===== src/rtl/tmr_pkg.sv =====
package tmr_pkg;
  localparam int unsigned DATA_W = 32;
  localparam int unsigned CNT_W  = 2 * DATA_W;
  localparam int unsigned ADDR_W = 12;
  localparam int unsigned WORD_W = ADDR_W - 2;
  localparam int unsigned ID_NUM = 12;

  localparam logic [WORD_W-1:0] W_COUNT_LO  = 10'h000;
  localparam logic [WORD_W-1:0] W_COUNT_HI  = 10'h001;
  localparam logic [WORD_W-1:0] W_FREQ      = 10'h004;
  localparam logic [WORD_W-1:0] W_CMP_LO    = 10'h008;
  localparam logic [WORD_W-1:0] W_CMP_HI    = 10'h009;
  localparam logic [WORD_W-1:0] W_DELTA     = 10'h00A;
  localparam logic [WORD_W-1:0] W_CTRL      = 10'h00B;
  localparam logic [WORD_W-1:0] W_AUTO_LO   = 10'h010;
  localparam logic [WORD_W-1:0] W_AUTO_HI   = 10'h011;
  localparam logic [WORD_W-1:0] W_STEP      = 10'h012;
  localparam logic [WORD_W-1:0] W_AUTO_CTRL = 10'h013;
  localparam logic [WORD_W-1:0] W_CAPS      = 10'h014;
  localparam logic [WORD_W-1:0] W_ID_FIRST  = 10'h3F4;
  localparam logic [WORD_W-1:0] W_ID_LAST   = 10'h3FF;

  localparam int unsigned CTRL_RUN  = 0;
  localparam int unsigned CTRL_MASK = 1;
  localparam int unsigned CTRL_STAT = 2;
  localparam int unsigned AUTO_ON   = 0;
  localparam int unsigned AUTO_EVT  = 1;
  localparam logic [3:0]  CAPS_AUTO = 4'd1;

  typedef struct packed {
    logic mask;
    logic run;
  } ctrl_t;
endpackage


===== src/rtl/tmr_ctrl_regs.sv =====
module tmr_ctrl_regs
  import tmr_pkg::*;
(
  input  logic              clk_i,
  input  logic              rst_ni,
  input  logic              wr_en_i,
  input  logic [WORD_W-1:0] word_i,
  input  logic [DATA_W-1:0] wr_data_i,
  input  logic [CNT_W-1:0]  cnt_q_i,
  output logic [DATA_W-1:0] freq_o,
  output logic [CNT_W-1:0]  cval_o,
  output logic [DATA_W-1:0] step_o,
  output ctrl_t             ctrl_o,
  output logic              auto_on_o,
  output logic              load_auto_o,
  output logic              evt_clr_o
);
  logic [DATA_W-1:0] freq_q, freq_d;
  logic [CNT_W-1:0]  cval_q, cval_d;
  logic [DATA_W-1:0] step_q, step_d;
  ctrl_t             ctrl_q, ctrl_d;
  logic              auto_q, auto_d;
  logic              wr_freq, wr_cmp_lo, wr_cmp_hi, wr_delta, wr_ctrl, wr_step, wr_auto;
  logic [CNT_W-1:0]  delta_ext;

  assign wr_freq   = wr_en_i && (word_i == W_FREQ);
  assign wr_cmp_lo = wr_en_i && (word_i == W_CMP_LO);
  assign wr_cmp_hi = wr_en_i && (word_i == W_CMP_HI);
  assign wr_delta  = wr_en_i && (word_i == W_DELTA);
  assign wr_ctrl   = wr_en_i && (word_i == W_CTRL);
  assign wr_step   = wr_en_i && (word_i == W_STEP);
  assign wr_auto   = wr_en_i && (word_i == W_AUTO_CTRL);
  assign delta_ext = {{DATA_W{wr_data_i[DATA_W-1]}}, wr_data_i};

  always_comb begin
    freq_d = freq_q;
    cval_d = cval_q;
    step_d = step_q;
    ctrl_d = ctrl_q;
    auto_d = auto_q;
    if (wr_freq)   freq_d = wr_data_i;
    if (wr_cmp_lo) cval_d = {cval_q[CNT_W-1:DATA_W], wr_data_i};
    if (wr_cmp_hi) cval_d = {wr_data_i, cval_q[DATA_W-1:0]};
    if (wr_delta)  cval_d = cnt_q_i + delta_ext;
    if (wr_step)   step_d = wr_data_i;
    if (wr_ctrl) begin
      ctrl_d.run  = wr_data_i[CTRL_RUN];
      ctrl_d.mask = wr_data_i[CTRL_MASK];
    end
    if (wr_auto)   auto_d = wr_data_i[AUTO_ON];
  end

  // reload the next-event value when either enable changes and both end up set
  always_comb begin
    load_auto_o = 1'b0;
    if (wr_ctrl && (ctrl_d.run != ctrl_q.run) && ctrl_d.run && auto_q)
      load_auto_o = 1'b1;
    if (wr_auto && (auto_d != auto_q) && auto_d && ctrl_q.run)
      load_auto_o = 1'b1;
  end

  assign evt_clr_o = wr_auto && !wr_data_i[AUTO_EVT];

  always_ff @(posedge clk_i or negedge rst_ni) begin
    if (!rst_ni) begin
      freq_q <= '0;
      cval_q <= '0;
      step_q <= '0;
      ctrl_q <= '0;
      auto_q <= 1'b0;
    end else if (wr_en_i) begin
      freq_q <= freq_d;
      cval_q <= cval_d;
      step_q <= step_d;
      ctrl_q <= ctrl_d;
      auto_q <= auto_d;
    end
  end

  assign freq_o    = freq_q;
  assign cval_o    = cval_q;
  assign step_o    = step_q;
  assign ctrl_o    = ctrl_q;
  assign auto_on_o = auto_q;
endmodule


===== src/rtl/tmr_autoinc.sv =====
module tmr_autoinc
  import tmr_pkg::*;
(
  input  logic              clk_i,
  input  logic              rst_ni,
  input  logic [CNT_W-1:0]  cnt_q_i,
  input  logic [DATA_W-1:0] step_i,
  input  logic              active_i,
  input  logic              load_i,
  input  logic              clr_i,
  output logic [CNT_W-1:0]  aival_o,
  output logic              evt_o
);
  logic [CNT_W-1:0] aival_q, aival_d, rearm;
  logic             evt_q, evt_d, fire;

  assign rearm = cnt_q_i + {{(CNT_W-DATA_W){1'b0}}, step_i};
  assign fire  = active_i && !load_i && (cnt_q_i >= aival_q);

  always_comb begin
    aival_d = aival_q;
    evt_d   = evt_q;
    if (load_i || fire) aival_d = rearm;
    if (fire)           evt_d = 1'b1;
    else if (clr_i)     evt_d = 1'b0;
  end

  always_ff @(posedge clk_i or negedge rst_ni) begin
    if (!rst_ni) begin
      aival_q <= '0;
      evt_q   <= 1'b0;
    end else begin
      if (load_i || fire)  aival_q <= aival_d;
      if (fire || clr_i)   evt_q   <= evt_d;
    end
  end

  assign aival_o = aival_q;
  assign evt_o   = evt_q;
endmodule


===== src/rtl/tmr_rd_mux.sv =====
module tmr_rd_mux
  import tmr_pkg::*;
#(
  parameter logic [8*ID_NUM-1:0] ID_BYTES = 96'h9E17002D_0006C3A5_00000004
) (
  input  logic [WORD_W-1:0] word_i,
  input  logic [CNT_W-1:0]  cnt_q_i,
  input  logic [DATA_W-1:0] freq_i,
  input  logic [CNT_W-1:0]  cval_i,
  input  logic [DATA_W-1:0] step_i,
  input  ctrl_t             ctrl_i,
  input  logic              status_i,
  input  logic              auto_on_i,
  input  logic              evt_i,
  input  logic [CNT_W-1:0]  aival_i,
  output logic [DATA_W-1:0] rd_data_o
);
  logic [CNT_W-1:0]  delta;
  logic [DATA_W-1:0] id_words [ID_NUM];
  logic [WORD_W-1:0] id_off;

  for (genvar k = 0; k < ID_NUM; k++) begin : g_id
    assign id_words[k] = {{(DATA_W-8){1'b0}}, ID_BYTES[8*k +: 8]};
  end

  assign delta  = cval_i - cnt_q_i;
  assign id_off = word_i - W_ID_FIRST;

  always_comb begin
    rd_data_o = '0;
    case (word_i)
      W_COUNT_LO:  rd_data_o = cnt_q_i[DATA_W-1:0];
      W_COUNT_HI:  rd_data_o = cnt_q_i[CNT_W-1:DATA_W];
      W_FREQ:      rd_data_o = freq_i;
      W_CMP_LO:    rd_data_o = cval_i[DATA_W-1:0];
      W_CMP_HI:    rd_data_o = cval_i[CNT_W-1:DATA_W];
      W_DELTA:     rd_data_o = delta[DATA_W-1:0];
      W_CTRL: begin
        rd_data_o[CTRL_RUN]  = ctrl_i.run;
        rd_data_o[CTRL_MASK] = ctrl_i.mask;
        rd_data_o[CTRL_STAT] = status_i;
      end
      W_AUTO_LO:   rd_data_o = aival_i[DATA_W-1:0];
      W_AUTO_HI:   rd_data_o = aival_i[CNT_W-1:DATA_W];
      W_STEP:      rd_data_o = step_i;
      W_AUTO_CTRL: begin
        rd_data_o[AUTO_ON]  = auto_on_i;
        rd_data_o[AUTO_EVT] = evt_i;
      end
      W_CAPS:      rd_data_o[3:0] = CAPS_AUTO;
      default: begin
        if (word_i >= W_ID_FIRST && word_i <= W_ID_LAST)
          rd_data_o = id_words[id_off[3:0]];
      end
    endcase
  end
endmodule


===== src/rtl/cmp_reload_timer.sv =====
module cmp_reload_timer
  import tmr_pkg::*;
#(
  parameter logic [8*ID_NUM-1:0] ID_BYTES = 96'h9E17002D_0006C3A5_00000004
) (
  input  logic              clk_i,
  input  logic              rst_ni,
  input  logic [CNT_W-1:0]  cnt_i,
  input  logic [ADDR_W-1:0] addr_i,
  input  logic              wr_en_i,
  input  logic [DATA_W-1:0] wr_data_i,
  output logic [DATA_W-1:0] rd_data_o,
  output logic              irq_o
);
  logic [1:0]        rst_sync_q;
  logic              rst_n;
  logic [CNT_W-1:0]  cnt_q;
  logic [WORD_W-1:0] word;
  logic [DATA_W-1:0] freq, step;
  logic [CNT_W-1:0]  cval, aival;
  ctrl_t             ctrl;
  logic              auto_on, load_auto, evt_clr, evt;
  logic              status, irq_d, irq_q;

  // asynchronous assertion, synchronous release
  always_ff @(posedge clk_i or negedge rst_ni) begin
    if (!rst_ni) rst_sync_q <= 2'b00;
    else         rst_sync_q <= {rst_sync_q[0], 1'b1};
  end
  assign rst_n = rst_sync_q[1];

  always_ff @(posedge clk_i or negedge rst_n) begin
    if (!rst_n) cnt_q <= '0;
    else        cnt_q <= cnt_i;
  end

  assign word = addr_i[ADDR_W-1:2];

  tmr_ctrl_regs u_regs (
    .clk_i       (clk_i),
    .rst_ni      (rst_n),
    .wr_en_i     (wr_en_i),
    .word_i      (word),
    .wr_data_i   (wr_data_i),
    .cnt_q_i     (cnt_q),
    .freq_o      (freq),
    .cval_o      (cval),
    .step_o      (step),
    .ctrl_o      (ctrl),
    .auto_on_o   (auto_on),
    .load_auto_o (load_auto),
    .evt_clr_o   (evt_clr)
  );

  tmr_autoinc u_auto (
    .clk_i    (clk_i),
    .rst_ni   (rst_n),
    .cnt_q_i  (cnt_q),
    .step_i   (step),
    .active_i (ctrl.run && auto_on),
    .load_i   (load_auto),
    .clr_i    (evt_clr),
    .aival_o  (aival),
    .evt_o    (evt)
  );

  assign status = ctrl.run && (auto_on ? evt : (cnt_q >= cval));
  assign irq_d  = status && !ctrl.mask;

  always_ff @(posedge clk_i or negedge rst_n) begin
    if (!rst_n) irq_q <= 1'b0;
    else        irq_q <= irq_d;
  end
  assign irq_o = irq_q;

  tmr_rd_mux #(.ID_BYTES(ID_BYTES)) u_rd (
    .word_i    (word),
    .cnt_q_i   (cnt_q),
    .freq_i    (freq),
    .cval_i    (cval),
    .step_i    (step),
    .ctrl_i    (ctrl),
    .status_i  (status),
    .auto_on_i (auto_on),
    .evt_i     (evt),
    .aival_i   (aival),
    .rd_data_o (rd_data_o)
  );
endmodule


===== config.mk =====
export PLATFORM = sky130hd
export DESIGN_NAME = cmp_reload_timer
export DESIGN_NICKNAME = d
export VERILOG_FILES = /design/src/rtl/tmr_pkg.sv /design/src/rtl/tmr_ctrl_regs.sv /design/src/rtl/tmr_autoinc.sv /design/src/rtl/tmr_rd_mux.sv /design/src/rtl/cmp_reload_timer.sv
export SDC_FILE = /design/constraint.sdc
export NUM_CORES = 1
export LEC_CHECK = 0
export BUFFER_PORTS_ARGS = -buffer_cell sky130_fd_sc_hd__buf_4
export CORE_ASPECT_RATIO = 1.1
export CORE_MARGIN = 2
export CORE_UTILIZATION = 45
export CTS_BUF_LIST = sky130_fd_sc_hd__clkbuf_4
export DETAILED_ROUTE_END_ITERATION = 12
export PLACE_DENSITY = 0.75
export SYNTH_ARGS = -nofsm -noshare
export SYNTH_HDL_FRONTEND = slang
export SYNTH_HIERARCHICAL = 1
export SYNTH_SLANG_ARGS = --single-unit

===== constraint.sdc =====
create_clock -name clk_i -period 7.2 [get_ports clk_i]
set_clock_uncertainty 0.1 [all_clocks]
set_input_delay 1.44 -clock clk_i [delete_from_list [all_inputs] [get_ports clk_i]]
set_output_delay 1.44 -clock clk_i [all_outputs]
set_load 0.05 [all_outputs]

==> Word level (Yosys, flattened, before mapping) <==
Memories as Yosys holds them, arrays and structs flattened.
Index checks and enable logic that the tools add are counted.
{ "totals": {"output_inout_bits": 33, "ff_bits": 263, "memories": 1, "wordCells": 91, "rom_bits": 512} }
{ "classes": {"mux": 17, "n_reduce_logical": 37, "eq_ne": 14, "add_sub_neg": 4, "n_lt_le_gt_ge": 5, "bitwise_logic": 1} }
{ "mem_list": {"columns": ["name", "words", "width", "rd", "rd_clocked_by_memory_dff", "wr", "line_no", "rtl"], "rows": [
  ["(no name shown)", 16, 32, 1, 0, 0, "tmr_rd_mux.sv:53", "rd_data_o = id_words[id_off[3:0]];"]
]} }
{ "ops": {"columns": ["cell", "count"], "rows": [
  ["$pmux 28 s10", 1],
  ["$ge 64x64->1", 2],
  ["$mux 32", 4],
  ["$mux 64", 2],
  ["$add 64x32->64", 1],
  ["$add 64x64->64", 1],
  ["$eq 10x5->1 const B", 5],
  ["$eq 10x4->1 const B", 4],
  ["$sub 32x32->32", 1],
  ["$pmux 2 s12", 1],
  ["$logic_and 1x1->1", 20],
  ["$pmux 1 s11", 1],
  ["$eq 10x1->1 const B", 1],
  ["$eq 10x3->1 const B", 1],
  ["$ge 10x10->1 const B", 1],
  ["$le 10x10->1 const B", 1],
  ["$logic_not 10->1", 1],
  ["$pmux 1 s10", 1],
  ["$reduce_and 2->1", 5],
  ["$mux 1", 7],
  ["$reduce_bool 2->1", 3],
  ["$ge 5x5->1 const B", 1],
  ["$not 4->5", 1],
  ["$sub 4x3->4 const B", 1],
  ["7 further kinds", 11]
]} }

==> Logic depth before layout (Yosys ltp) <==
{ "depth": {"word_depth": 14, "depth_mapped": 13, "ltp_nobuf": 13} }

==> Modules after synthesis <==
Netlist, hierarchy kept.
{ "modules_own_cells": {"columns": ["mod", "n_inst", "seq_area_each_um2", "area_per_inst_um2", "cells_each"], "rows": [
  ["tmr_ctrl_regs", 1, 3278.1, 9165.0, 980],
  ["tmr_autoinc", 1, 1626.6, 6560.0, 796],
  ["tmr_rd_mux", 1, 0.0, 3960.0, 617],
  ["cmp_reload_timer", 1, 1676.6, 3333.2, 302]
]} }

==> Worst setup path after synthesis <==
Ideal clock, no wire load.
{ "synth_path": {"kind": "input -> output", "startpoint": "in addr_i[7]", "endpoint": "out rd_data_o[15]", "stages": 7, "required_time_ns": 5.660, "path_slack_ns": 1.239, "arrival_time_ns": 4.421, "cell_sequence": "nor3_1 nand2_1 nor2_1 buf_2 nand2_1 clkbuf_1 o311ai_0"} }
{ "synth_between": {"elab_chain_cells": 4, "word_cells_on_any_way": 18} }
{ "synth_rtl": {"columns": ["element", "line_no", "rtl"], "rows": [
  ["start, declared", "cmp_reload_timer.sv:9", "input logic [ADDR_W-1:0] addr_i,"],
  ["$ge 10x10->1 / $le 10x10->1 (equally long branches)", "tmr_rd_mux.sv:52", "if (word_i >= W_ID_FIRST && word_i <= W_ID_LAST)"],
  ["$logic_and 1x1->1", "tmr_rd_mux.sv:52", null],
  ["$mux 32", "tmr_rd_mux.sv:52", null],
  ["$pmux 28 s10 (*)", "tmr_rd_mux.sv:31", "case (word_i)"],
  ["end, declared", "cmp_reload_timer.sv:12", "output logic [DATA_W-1:0] rd_data_o,"]
]} }
Every way passes the cells marked *; elsewhere a longest branch is shown, timed or not.

==> Worst setup path after layout <==
{ "layout_path": {"startpoint": "reg cnt_q[2]", "endpoint": "out rd_data_o[28]"} }
{ "layout_between": {"elab_chain_cells": 2} }
{ "layout_rtl": {"columns": ["element", "line_no", "rtl"], "rows": [
  ["start, declared", "cmp_reload_timer.sv:17", "logic [CNT_W-1:0] cnt_q;"],
  ["start signal, assigned", "cmp_reload_timer.sv:34", "else cnt_q <= cnt_i;"],
  ["$sub 32x32->32", "tmr_rd_mux.sv:26", "assign delta = cval_i - cnt_q_i;"],
  ["$pmux 28 s10", "tmr_rd_mux.sv:31", null]
]} }
Every way passes these cells.

==> results.sh <==
export IMPL_regToRegSetupSlack_ns=2.82
export IMPL_fin_crit_sh_pct=93.5
export IMPL_slowest_stage="o31ai_1"
export IMPL_finalHoldViolCount=0
export IMPL_wl_met1_um=38600
export IMPL_postCtsSetupBuffers=0
export IMPL_hold_depth=0
export IMPL_antenna_found_initial=4
export IMPL_area_growth_pct=11.3
export IMPL_grt_overflow=0
export IMPL_io_buffers=141
export IMPL_route_vias_total=23636
export IMPL_grtUsageTotal_pct=36.0
export IMPL_drtIter0Drc=3283
export IMPL_netlist_instances=2695
export IMPL_hpwl_um=72700
export IMPL_status="finished clean"
export IMPL_wl_met2_um=41300
export IMPL_endpoint_kind="primary output"
export IMPL_drcViolationCount=0
export IMPL_cts_root_buf="clkbuf_4"
export IMPL_die_w_um=220
export IMPL_power_mw=4.02
export IMPL_ys_seq_area_share_pct=28.6
export IMPL_path_cells="inv_1 -> ha_1 -> nand2b_1 -> a21oi_1 -> o31ai_1 -> o2111ai_1 -> a31oi_1 -> o21ai_1 -> a221oi_1 -> xor2_1 -> o21ai_0 -> buf_4"
export IMPL_detail_route_antenna_nets=0
export IMPL_cts_tree="built"
export IMPL_timing_rr_start="cnt_q[63]"
export IMPL_finalSetupViolations=0
export IMPL_placedCellCount=3412
export IMPL_ir_worst_vdd_mv=0.111
export IMPL_place_gp_congestion=1.02
export IMPL_grt_setup_unrepaired="false"
export IMPL_rows=86
export IMPL_finalSetupTns_ns=0
export IMPL_ys_warn_count=6
export IMPL_cp_slowest_stage_delay_ns=0.71
export IMPL_cp_required_ns=5.66
export IMPL_clk_latency_ns=0.86
export IMPL_cts_inserted_buffers=80
export IMPL_cp_top_family="compound AO/OA/AOI/OAI gates"
export IMPL_worst_r2r_endpoint="u_auto/aival_o[41]"
export IMPL_max_freq_ghz=0.149
export IMPL_synthFlopType="dfrtp_1"
export IMPL_ios=144
export IMPL_grt_pass1_wl_um=141000
export IMPL_fin_util_pct=50.9
export IMPL_multi_input_area_um2=15100
export IMPL_die_area_um2=53000
export IMPL_r2r_cells=10
export IMPL_instances_no_fill=3545
export IMPL_top_layer="met5"
export IMPL_synthesis_area_um2=23000
export IMPL_powerDensity_nw_per_um2=157
export IMPL_seq_area_um2=6590
export IMPL_async_flop_share_pct=100
export IMPL_crit_type="flop to primary output"
export IMPL_avgSynthCellArea_um2=8.54
export IMPL_worstHoldStart="rst_sync_q[0]"
export IMPL_relSlewSlack_pct=26.1
export IMPL_hold_class="flop to flop"
export IMPL_cts_hold_buf=0
export IMPL_coreArea_um2=50400
export IMPL_fill_cells=4804
export IMPL_worstMarginPinSlew_ns=1.11
export IMPL_drt_pass1_iter_count=8
export IMPL_ys_types=103
export IMPL_crit_buf_inv=2
export IMPL_arrival_ns=5.19
export IMPL_grt_max_degree=124
export IMPL_whs_ns=0.262
export IMPL_cts_resized=0
export IMPL_p_leak_nw=11.7
export IMPL_wl_per_cell_um=27.1
export IMPL_wirelength_um=96200
export IMPL_synth_edf_count=0
export IMPL_synth_nets=3072
export IMPL_cts_htree_levels=3
export IMPL_drive_above_1_share_pct=15.0
export IMPL_grt_pass1_vias=22530
export IMPL_clock_sinks=263
export IMPL_finalMaxSlewViolations=0
export IMPL_vias_per_cell=6.67
export IMPL_final_nets=3211
export IMPL_clock_path_buffers=3
export IMPL_die_h_um=241
export IMPL_wl_met3_um=11300
export IMPL_start_kind="flop"
export IMPL_synth_seq_cells=263
export IMPL_start_util_pct=45.7
export IMPL_max_cap_violations=0
export IMPL_post_route_min_period_ns=6.73
export IMPL_min_to="rst_sync_q[1]"
export IMPL_worstPathMaxFanout=6
export IMPL_clk_pin_slew_ns=0.07
[per-stage QoR]
step           instance area, µm²  worst slack, ns
2_1_floorplan               23000             1.24
3_3_place_gp                24700             1.16
3_5_place_dp                24700             1.12
4_1_cts                     25600            0.503
5_1_grt                     25600            0.379
6_report                    25600            0.469
[worst register-to-register path, cell delays in order, from the launching register on]
cell and delay, ns:
dfrtp_1 0.51, ha_1 0.39, nand4_1 0.12, nor3_1 0.49, nand3_1 0.25, nor2_1 0.42, o2111a_1 0.43, o21a_2 0.50
buf_4 0.47, nor2_1 0.23, o31a_1 0.35
[metal layers]
| metal | global-route usage, % | vias to the layer above |
|---|---|---|
| li1 | - | 10342 |
| met1 | 47.8 | 11497 |
| met2 | 53.9 | 1497 |
| met3 | 9.24 | 298 |
| met4 | 18.3 | 2 |
| met5 | 0 | - |
[how the worst max path moves through the flow]
stage | from | to | slack (ns) | depth (start not counted)
floorplan | addr_i[7] | rd_data_o[15] | 1.24 | 7
global placement | addr_i[3] | rd_data_o[27] | 1.16 | 11
detailed placement | addr_i[3] | rd_data_o[27] | 1.12 | 11
CTS | cnt_q[2] | rd_data_o[28] | 0.50 | 12
global route | cnt_q[2] | rd_data_o[28] | 0.38 | 12
finish | cnt_q[2] | rd_data_o[28] | 0.47 | 12
[flip-flops by register name, summed over array words and instances (netlist names)]
signal	flops
cnt_q	64
irq_o	1
rst_sync_q	2
u_auto/aival_o	64
u_auto/evt_o	1
u_regs/auto_on_o	1
u_regs/ctrl_o	2
u_regs/cval_o	64
u_regs/freq_o	32
u_regs/step_o	32
[report_power, final]
part | total, mW | internal [mW] | switching, mW
clock | 1.51 | 0.778 | 0.733
combinational | 0.891 | 0.338 | 0.554
sequential | 1.62 | 1.52 | 0.100
total | 4.02 | 2.63 | 1.39
[cell usage in the layout, fill, tap and decap left out, types with 60 or more instances in the layout]
cell type  netlist  final
nand2_1        224    224
ha_1           263    263
xnor2_1         60     60
o21ai_0        205    205
nor2_1         123    123
nand3_1         74     74
inv_1          205    205
a21o_1          66     66
clkbuf_4         0    112
buf_4            6    180
dfrtp_1        263    262
a21oi_1        228    228
mux2_2          70     70
[cells in the mapped netlist (19+ instances only)]
| cell type | instances | area [µm²] |
|---|---|---|
| clkbuf_1 | 76 | 285 |
| inv_1 | 205 | 769 |
| nor3_1 | 60 | 300 |
| buf_2 | 19 | 95.1 |
| nor2b_1 | 19 | 119 |
| o21ai_0 | 205 | 1030 |
| ha_1 | 263 | 3290 |
| nand3_1 | 74 | 370 |
| xor2_1 | 47 | 412 |
| a21o_1 | 66 | 495 |
| a22oi_1 | 44 | 330 |
| nor2_1 | 123 | 462 |
| a222oi_1 | 30 | 300 |
| nand2_1 | 224 | 841 |
| a221oi_1 | 20 | 175 |
| mux2i_1 | 47 | 470 |
| nand4_1 | 45 | 282 |
| o31ai_1 | 21 | 158 |
| and3_1 | 40 | 250 |
| o211ai_1 | 26 | 195 |
| and2_1 | 22 | 138 |
| a21oi_1 | 228 | 1140 |
| dfrtp_1 | 263 | 6580 |
| mux2_2 | 70 | 788 |
| xnor2_1 | 60 | 526 |
| a31oi_1 | 50 | 313 |
[logic make-up after synthesis]
kind of cell | Yosys count | synth area share, %
buf+inv | 331 | 5.94
flops | 263 | 28.6
mux | 117 | 5.47
xor+xnor | 107 | 4.07
compound gates | 895 | 25.9
fa+ha+maj | 266 | 14.6
simple gates | 715 | 15.5
other cells | 1 | 0.0163
[cell type report]
type,instances,area share [%]
multi-input combinational,2101,58.9
sequential,263,25.7
timing repair buffer,181,5.35
clock buffer,112,3.28
tap,660,3.22
inverter,207,3.03
clock inverter,20,0.508
antenna,1,0.00977
No activity file was read; power rests on OpenSTA's default activity.
